File: config.mk
export PLATFORM = sky130hd
export DESIGN_NAME = synth_mode_decoder
export DESIGN_NICKNAME = d
export VERILOG_FILES = /design/src/rtl/smd_pkg.sv /design/src/rtl/smd_ctrl_regs.sv /design/src/rtl/smd_resend_fsm.sv /design/src/rtl/smd_clk_switch.sv /design/src/rtl/synth_mode_decoder.sv
export SDC_FILE = /design/constraint.sdc
export NUM_CORES = 1
export LEC_CHECK = 0
export ABC_AREA = 0
export CORE_MARGIN = 2
export CORE_UTILIZATION = 30
export DETAILED_ROUTE_END_ITERATION = 10
export PLACE_DENSITY_LB_ADDON = 0.08
export SLEW_MARGIN = 15
export SYNTH_ARGS = -nofsm -noshare
export SYNTH_HDL_FRONTEND = slang
export SYNTH_SLANG_ARGS = --single-unit
export TNS_END_PERCENT = 20
File: constraint.sdc
create_clock -name clk -period 1.47 [get_ports clk]
set_input_delay 0.3675 -clock clk [delete_from_list [all_inputs] [get_ports clk]]
set_output_delay 0.3675 -clock clk [all_outputs]
set_load 0.05 [all_outputs]
File: src/rtl/smd_pkg.sv
package smd_pkg;

    typedef enum logic [1:0] {
        SRC_OFF  = 2'd0,
        SRC_XTAL = 2'd1,
        SRC_HALF = 2'd2,
        SRC_COMP = 2'd3
    } src_t;

    typedef enum logic [1:0] {
        RS_IDLE      = 2'd0,
        RS_NEED_BOTH = 2'd1,
        RS_NEED_LO   = 2'd2,
        RS_NEED_HI   = 2'd3
    } rs_state_t;

    typedef enum logic {
        SW_STEADY = 1'b0,
        SW_HOLD   = 1'b1
    } sw_state_t;

    localparam int MODE_W = 3;
    localparam logic [MODE_W-1:0] MODE_TOGGLE = 3'b011;
    localparam logic [MODE_W-1:0] MODE_RESET  = 3'b110;

endpackage

File: src/rtl/smd_ctrl_regs.sv
module smd_ctrl_regs
    import smd_pkg::*;
#(
    parameter int REF_W = 3,
    parameter logic [REF_W-1:0] REF_INIT = '0
) (
    input  logic              clk,
    input  logic              rst_n,
    input  logic              ctrl_wr,
    input  logic [MODE_W-1:0] ctrl_mode,
    input  logic [REF_W-1:0]  ctrl_ref,
    output logic [MODE_W-1:0] mode_q,
    output logic [REF_W-1:0]  ref_q,
    output logic              albc_q,
    output logic              ref_change
);

    assign ref_change = ctrl_wr && (ctrl_ref != ref_q);

    always_ff @(posedge clk or negedge rst_n) begin
        if (!rst_n) begin
            mode_q <= MODE_RESET;
            ref_q  <= REF_INIT;
            albc_q <= 1'b0;
        end else if (ctrl_wr) begin
            mode_q <= ctrl_mode;
            ref_q  <= ctrl_ref;
            if (ctrl_mode == MODE_TOGGLE) begin
                albc_q <= ~albc_q;
            end
        end
    end

endmodule

File: src/rtl/smd_resend_fsm.sv
module smd_resend_fsm
    import smd_pkg::*;
(
    input  logic      clk,
    input  logic      rst_n,
    input  logic      ref_change,
    input  logic      data_wr,
    input  logic      db_hi,
    output logic      pending,
    output rs_state_t state
);

    rs_state_t nxt;

    always_ff @(posedge clk or negedge rst_n) begin
        if (!rst_n) state <= RS_IDLE;
        else        state <= nxt;
    end

    always_comb begin
        nxt = state;
        if (ref_change) begin
            nxt = RS_NEED_BOTH;
        end else begin
            unique case (state)
                RS_IDLE:      nxt = RS_IDLE;
                RS_NEED_BOTH: if (data_wr) nxt = db_hi ? RS_NEED_LO : RS_NEED_HI;
                RS_NEED_LO:   if (data_wr && !db_hi) nxt = RS_IDLE;
                RS_NEED_HI:   if (data_wr && db_hi)  nxt = RS_IDLE;
            endcase
        end
    end

    always_comb begin
        pending = (state != RS_IDLE);
    end

endmodule

File: src/rtl/smd_clk_switch.sv
module smd_clk_switch
    import smd_pkg::*;
(
    input  logic      clk,
    input  logic      rst_n,
    input  src_t      req_src,
    input  logic      xtal_in,
    input  logic      half_div_in,
    input  logic      comp_in,
    output src_t      act_src,
    output logic      clk_out,
    output sw_state_t state
);

    sw_state_t nxt;
    logic      picked;

    always_comb begin
        nxt = state;
        unique case (state)
            SW_STEADY: if (req_src != act_src) nxt = SW_HOLD;
            SW_HOLD:   if (!clk_out)           nxt = SW_STEADY;
        endcase
    end

    always_ff @(posedge clk or negedge rst_n) begin
        if (!rst_n) state <= SW_STEADY;
        else        state <= nxt;
    end

    always_ff @(posedge clk or negedge rst_n) begin
        if (!rst_n) begin
            act_src <= SRC_XTAL;
        end else if (state == SW_HOLD && !clk_out) begin
            act_src <= req_src;
        end
    end

    always_comb begin
        unique case (act_src)
            SRC_OFF:  picked = 1'b0;
            SRC_XTAL: picked = xtal_in;
            SRC_HALF: picked = half_div_in;
            SRC_COMP: picked = comp_in;
        endcase
    end

    always_ff @(posedge clk or negedge rst_n) begin
        if (!rst_n) clk_out <= 1'b0;
        else        clk_out <= picked;
    end

endmodule

File: src/rtl/synth_mode_decoder.sv
module synth_mode_decoder
    import smd_pkg::*;
#(
    parameter int REF_W = 3,
    parameter logic [REF_W-1:0] REF_INIT = '0
) (
    input  logic             clk,
    input  logic             rst_n,
    input  logic             ctrl_wr,
    input  logic [2:0]       ctrl_mode,
    input  logic [REF_W-1:0] ctrl_ref,
    input  logic             data_wr,
    input  logic             db_hi,
    input  logic             xtal_in,
    input  logic             half_div_in,
    input  logic             comp_in,
    output logic             clk_out,
    output logic             cp_off,
    output logic             cp_sink,
    output logic             cp_source,
    output logic             vtune_en,
    output logic             albc_en,
    output logic             resend_pending
);

    logic [MODE_W-1:0] mode_q;
    logic [REF_W-1:0]  ref_q;
    logic              ref_change;
    src_t              req_src;
    src_t              act_src;
    rs_state_t         rs_state;
    sw_state_t         sw_state;

    smd_ctrl_regs #(.REF_W(REF_W), .REF_INIT(REF_INIT)) u_regs (
        .clk        (clk),
        .rst_n      (rst_n),
        .ctrl_wr    (ctrl_wr),
        .ctrl_mode  (ctrl_mode),
        .ctrl_ref   (ctrl_ref),
        .mode_q     (mode_q),
        .ref_q      (ref_q),
        .albc_q     (albc_en),
        .ref_change (ref_change)
    );

    smd_resend_fsm u_resend (
        .clk        (clk),
        .rst_n      (rst_n),
        .ref_change (ref_change),
        .data_wr    (data_wr),
        .db_hi      (db_hi),
        .pending    (resend_pending),
        .state      (rs_state)
    );

    always_comb begin
        req_src   = SRC_OFF;
        cp_off    = 1'b0;
        cp_sink   = 1'b0;
        cp_source = 1'b0;
        vtune_en  = 1'b1;
        unique case (mode_q)
            3'b000: req_src = SRC_OFF;
            3'b001: req_src = SRC_XTAL;
            3'b010: begin req_src = SRC_HALF; cp_off = 1'b1; end
            3'b011: req_src = SRC_XTAL;
            3'b100: req_src = SRC_COMP;
            3'b101: req_src = SRC_HALF;
            3'b110: begin req_src = SRC_XTAL; cp_sink = 1'b1; vtune_en = 1'b0; end
            3'b111: begin req_src = SRC_OFF; cp_source = 1'b1; end
        endcase
    end

    smd_clk_switch u_switch (
        .clk         (clk),
        .rst_n       (rst_n),
        .req_src     (req_src),
        .xtal_in     (xtal_in),
        .half_div_in (half_div_in),
        .comp_in     (comp_in),
        .act_src     (act_src),
        .clk_out     (clk_out),
        .state       (sw_state)
    );

endmodule

-- Word level (Yosys, flattened, before mapping)
Cells that the tools add are included.
- bits in registers: 13
- output and inout bits: 7
- bits of input ports: 14
- mux-type cells: 15
- bitwise gates (word level): 2
- equality and inequality tests: 19
- reductions and logical operators: 15
- operators by type and width (cell ; count):
    one-hot mux 2 bit (4 select lines) ; 2
    == test 3 bit (second input constant) ; 4
    == test 3 x 2 -> 1 bit (second input constant) ; 3
    == test 2 bit (second input constant) ; 4
    two-way mux 2 bit ; 4
    two-way mux 1 bit ; 7
    != test 3 x 2 -> 1 bit (second input constant) ; 2
    == test 2 x 1 -> 1 bit (second input constant) ; 2
    logical AND 1 bit ; 4
    logical NOT 2 bit ; 2
    one-hot mux 1 bit (4 select lines) ; 1
    OR reduction 2 bit ; 2
    == test 3 x 1 -> 1 bit (second input constant) ; 1
    logical NOT 3 bit ; 1
    != test 3 bit ; 1
    != test 3 bit (second input constant) ; 1
    AND reduction 3 bit ; 1
    OR reduction 3 bit ; 1
    logical NOT 1 bit ; 2
    != test 2 bit ; 1
    NOT 1 bit ; 2
    one-hot mux 1 bit (2 select lines) ; 1
    AND reduction 2 bit ; 1
    nonzero test 2 bit ; 1

-- Longest topological paths before layout
- depth in word-level cells: 6
- depth in mapped cells: 5

-- By module
Synthesis repeated with hierarchy kept, for this count alone.
- cells, all modules: 53
- area total of the unflattened synthesis: 654.4 µm²
- modules (own cells, without submodules) (module ; area each (µm²) ; times used ; cells each):
    smd_ctrl_regs ; 309.0 ; 1 ; 20
    smd_clk_switch ; 192.7 ; 1 ; 14
    smd_resend_fsm ; 96.3 ; 1 ; 11
    synth_mode_decoder ; 56.3 ; 1 ; 8

-- Worst setup path after synthesis
Ideal clock, no wire load.
- path type: flip-flop to output port
- from: reg u_regs.mode_q[1]
- to: out cp_off
- slack: -0.628 ns
- required time: 1.102 ns
- cell stages (with the launch flop): 3
- arrival time: 1.730 ns
- cell sequence: dfstp_2 inv_1 nor3_1
- cells in the longest elaborated chain, start to end: 2
- RTL lines (element ; RTL line ; text):
    start: declaration ; smd_ctrl_regs.sv:12 ; output logic [MODE_W-1:0] mode_q,
    start signal: assignment ; smd_ctrl_regs.sv:26 ; mode_q <= ctrl_mode;
    == test 3 x 2 -> 1 bit ; synth_mode_decoder.sv:62 ; unique case (mode_q)
    two-way mux 1 bit ; synth_mode_decoder.sv:62 ;
    end: declaration ; synth_mode_decoder.sv:18 ; output logic cp_off,
Every way passes these cells.

-- Worst setup path after layout
Ends and elaborated chain as after synthesis.

==> results.py <==
metrics = {
    "outcome": {
        "status": "complete, but fails checks",
        "failed_checks": "negative setup slack",
    },
    "global_routing": {
        "grt_pass1_vias": 522,
        "antenna_found_initial": 0,
        "grt_max_degree": 14,
        "grt.overflow.total": 0,
        "grt_usage_pct": 11.2,
        "grt_pass1_wl_um": 2080,
    },
    "power": {
        "finalPower_mw": 1.41,
        "p_leak_nw": 0.429,
        "power_density_nw_per_um2": 1350,
        "ir_drop_mv": 1.09,
    },
    "clock_network": {
        "numCtsBuffers": 3,
        "clock_latency_ps": 270,
        "clkSlewWorstSetupHoldPaths_ps": 80,
        "cts.sinks": 13,
        "root_buffer": "clkbuf_4",
        "cts_htree_levels": 1,
        "clock_path_buffers": 2,
        "hold_buffers": 0,
        "cts_tree": "yes",
    },
    "setup_path": {
        "r2r_slack_ps": -50,
        "crit-reg2reg-capture": "u_switch.state",
        "cp-end-kind": "primary output",
        "worstPathMaxFanout": 4,
        "r2r-start": "u_regs.mode_q[1]",
        "critPathKind": "flip-flop to primary output",
        "cp_slowest_cell": "dfstp_2",
        "arrival_ps": 1230,
        "slowest_delay_ps": 570,
        "required_ps": 1100,
        "ff2ff_path_depth": 5,
        "crit_chain": "inv_2 > nor3_4 > buf_12",
        "crit_path_start_kind": "flip-flop",
    },
    "final_layout": {
        "layout.nets": 106,
        "fin_cells": 118,
        "fillers": 200,
        "syn2layout_area_growth_pct": 60.0,
        "final_cell_mix": "clkdlybuf4s50_1, nand2_1, dfrtp_1",
        "n_antenna_cell": 0,
        "drive_gt1_share_pct": 38.5,
        "final_common_cell": "clkdlybuf4s50_1",
    },
    "yosys": {
        "syn_inst": 62,
        "yosysSeqAreaShare_pct": 50.4,
        "ys_seq_elements": 13,
        "syn_area_um2": 653,
        "syn_area_per_cell_um2": 10.5,
        "synth_area_leaders": "dfrtp_1, dfstp_2, mux2_2, xor2_1, nand2_1",
        "synth_cell_types": 24,
        "synth_nets": 76,
        "yosys.area.top_type_share_pct": 38.3,
        "synth.largest_area_cell": "dfrtp_1",
        "yosysWarnings": 0,
    },
    "die": {
        "dieWidth_um": 50.7,
        "fp.dieH_um": 50.7,
        "core_um2": 2000,
        "die-area_um2": 2570,
        "io_pins": 21,
        "start_util_pct": 32.6,
        "rows": 16,
    },
    "routing": {
        "wire_per_inst_um": 10.6,
        "wl_um": 1250,
        "ant_nets": 0,
        "drc": 0,
        "firstDrtPassIters": 2,
        "vias_per_cell": 4.55,
        "vias": 537,
        "drt_iter0_markers": 4,
    },
    "sta": {
        "hold_ws_ps": 395,
        "hold_violations": 0,
        "rsz0062_at_grt": "yes",
        "final-max-slew-violation-count": 0,
        "setup_violations": 6,
        "finalCritPeriodShare_pct": 109,
        "fmax_mhz": 625,
        "fin_skew_ps": 4.45,
        "setup_ws_ps": -130,
        "relSlewSlack_pct": 86.1,
        "finalCriticalPeriod_ps": 1600,
        "tightestPinTransition_ps": 208,
    },
    "place": {
        "dp_hpwl_um": 940,
        "place.gp.congestion": 0.711,
        "numPortBuffers": 20,
        "dp_cells": 112,
        "dp_slack_ps": -68.5,
    },
    "min_path": {
        "hp-class": "primary input to asynchronous set/reset pin",
    },
    "run": {
        "drv_cap": 0,
    },
}
## worst max-delay path by stage
stage                startpoint                 to  slack [ps]
2_1_floorplan  u_regs.mode_q[2]            cp_sink        -410
3_5_place_dp        ctrl_ref[0]  u_resend.state[0]         -70
5_1_grt        u_regs.mode_q[0]            cp_sink        -210
6_report       u_regs.mode_q[1]             cp_off        -130
3_3_place_gp        ctrl_ref[0]  u_resend.state[0]         -40
4_1_cts        u_regs.mode_q[1]             cp_off        -140
## stage by stage
step                      TNS, ps  area [um^2]  utilization [%]
after floorplan              -725          662                -
after global placement      -43.0          963             48.1
after detailed placement    -68.5          963             48.1
after CTS                    -531         1020             51.1
after global routing         -913         1040             52.2
final                        -475         1040             52.2
## flip-flops by register name, summed over array words and instances, names as in the netlist
signal,flops
u_regs.mode_q,3
u_regs.ref_q,3
u_resend.state,2
u_switch.act_src,2
u_regs.albc_q,1
u_switch.clk_out,1
u_switch.state,1
## logic make-up after synthesis
| logic type | after synthesis | synth area share, % |
|---|---|---|
| AO/OA/AOI/OAI | 9 | 8.43 |
| XOR/XNOR | 6 | 8.05 |
| buffers and inverters | 5 | 4.02 |
| flip-flops | 13 | 50.4 |
| multiplexers | 6 | 10.3 |
| AND/OR/NAND/NOR | 23 | 18.8 |
## power by group
| group | switching [mW] | internal (mW) |
|---|---|---|
| combinational | 0.288 | 0.327 |
| clock | 0.111 | 0.105 |
| sequential | 0.114 | 0.464 |
## worst max-delay path: cells and delay by family, from the launching register on
| family | cells | cell delay, ps |
|---|---|---|
| buf+inv | 2 | 230 |
| flops | 1 | 570 |
| simple gates | 1 | 170 |
## repair_timing
action | CTS | global route
cloned | 0 | 0
resized for setup | 5 | 3
setup endpoints to repair | 5 | 6
setup buffers | 2 | 0
pin swaps | 1 | 1
## Yosys cell counts
cell type,n
dfrtp_1,10
nand2_1,9
mux2_2,6
o21ai_0,5
xor2_1,4
dfstp_2,3
inv_1,3
nand3b_1,2
nand4b_1,2
nor2_1,2
nor3_1,2
xnor2_1,2
a21o_1,1
a21oi_1,1
a32oi_1,1
and3_1,1
and3_2,1
buf_6,1
clkbuf_1,1
nand2b_1,1
nand3_1,1
o31a_1,1
or2_2,1
or4_1,1
## cell type report
class	count	area (um^2)	share of cell area, %
inverters	3	15.0	1.44
flip-flops and latches	13	330	31.6
multi-input cells	44	338	32.3
repair buffers	27	302	28.9
clock buffers	4	26.3	2.51
well taps	27	33.8	3.23
## metal layers
layer / track usage, % / wire (um) / vias to the layer above / share of wire, %
li1: - / - / 270 / -
met1: 11.0 / 529 / 252 / 42
met2: 20.0 / 619 / 15 / 50
met3: 6.55 / 100 / 0 / 8.0
met4: 2.70 / 0 / 0 / 0
met5: 0 / 0 / - / 0
Power figures use the tool's default switching activity.
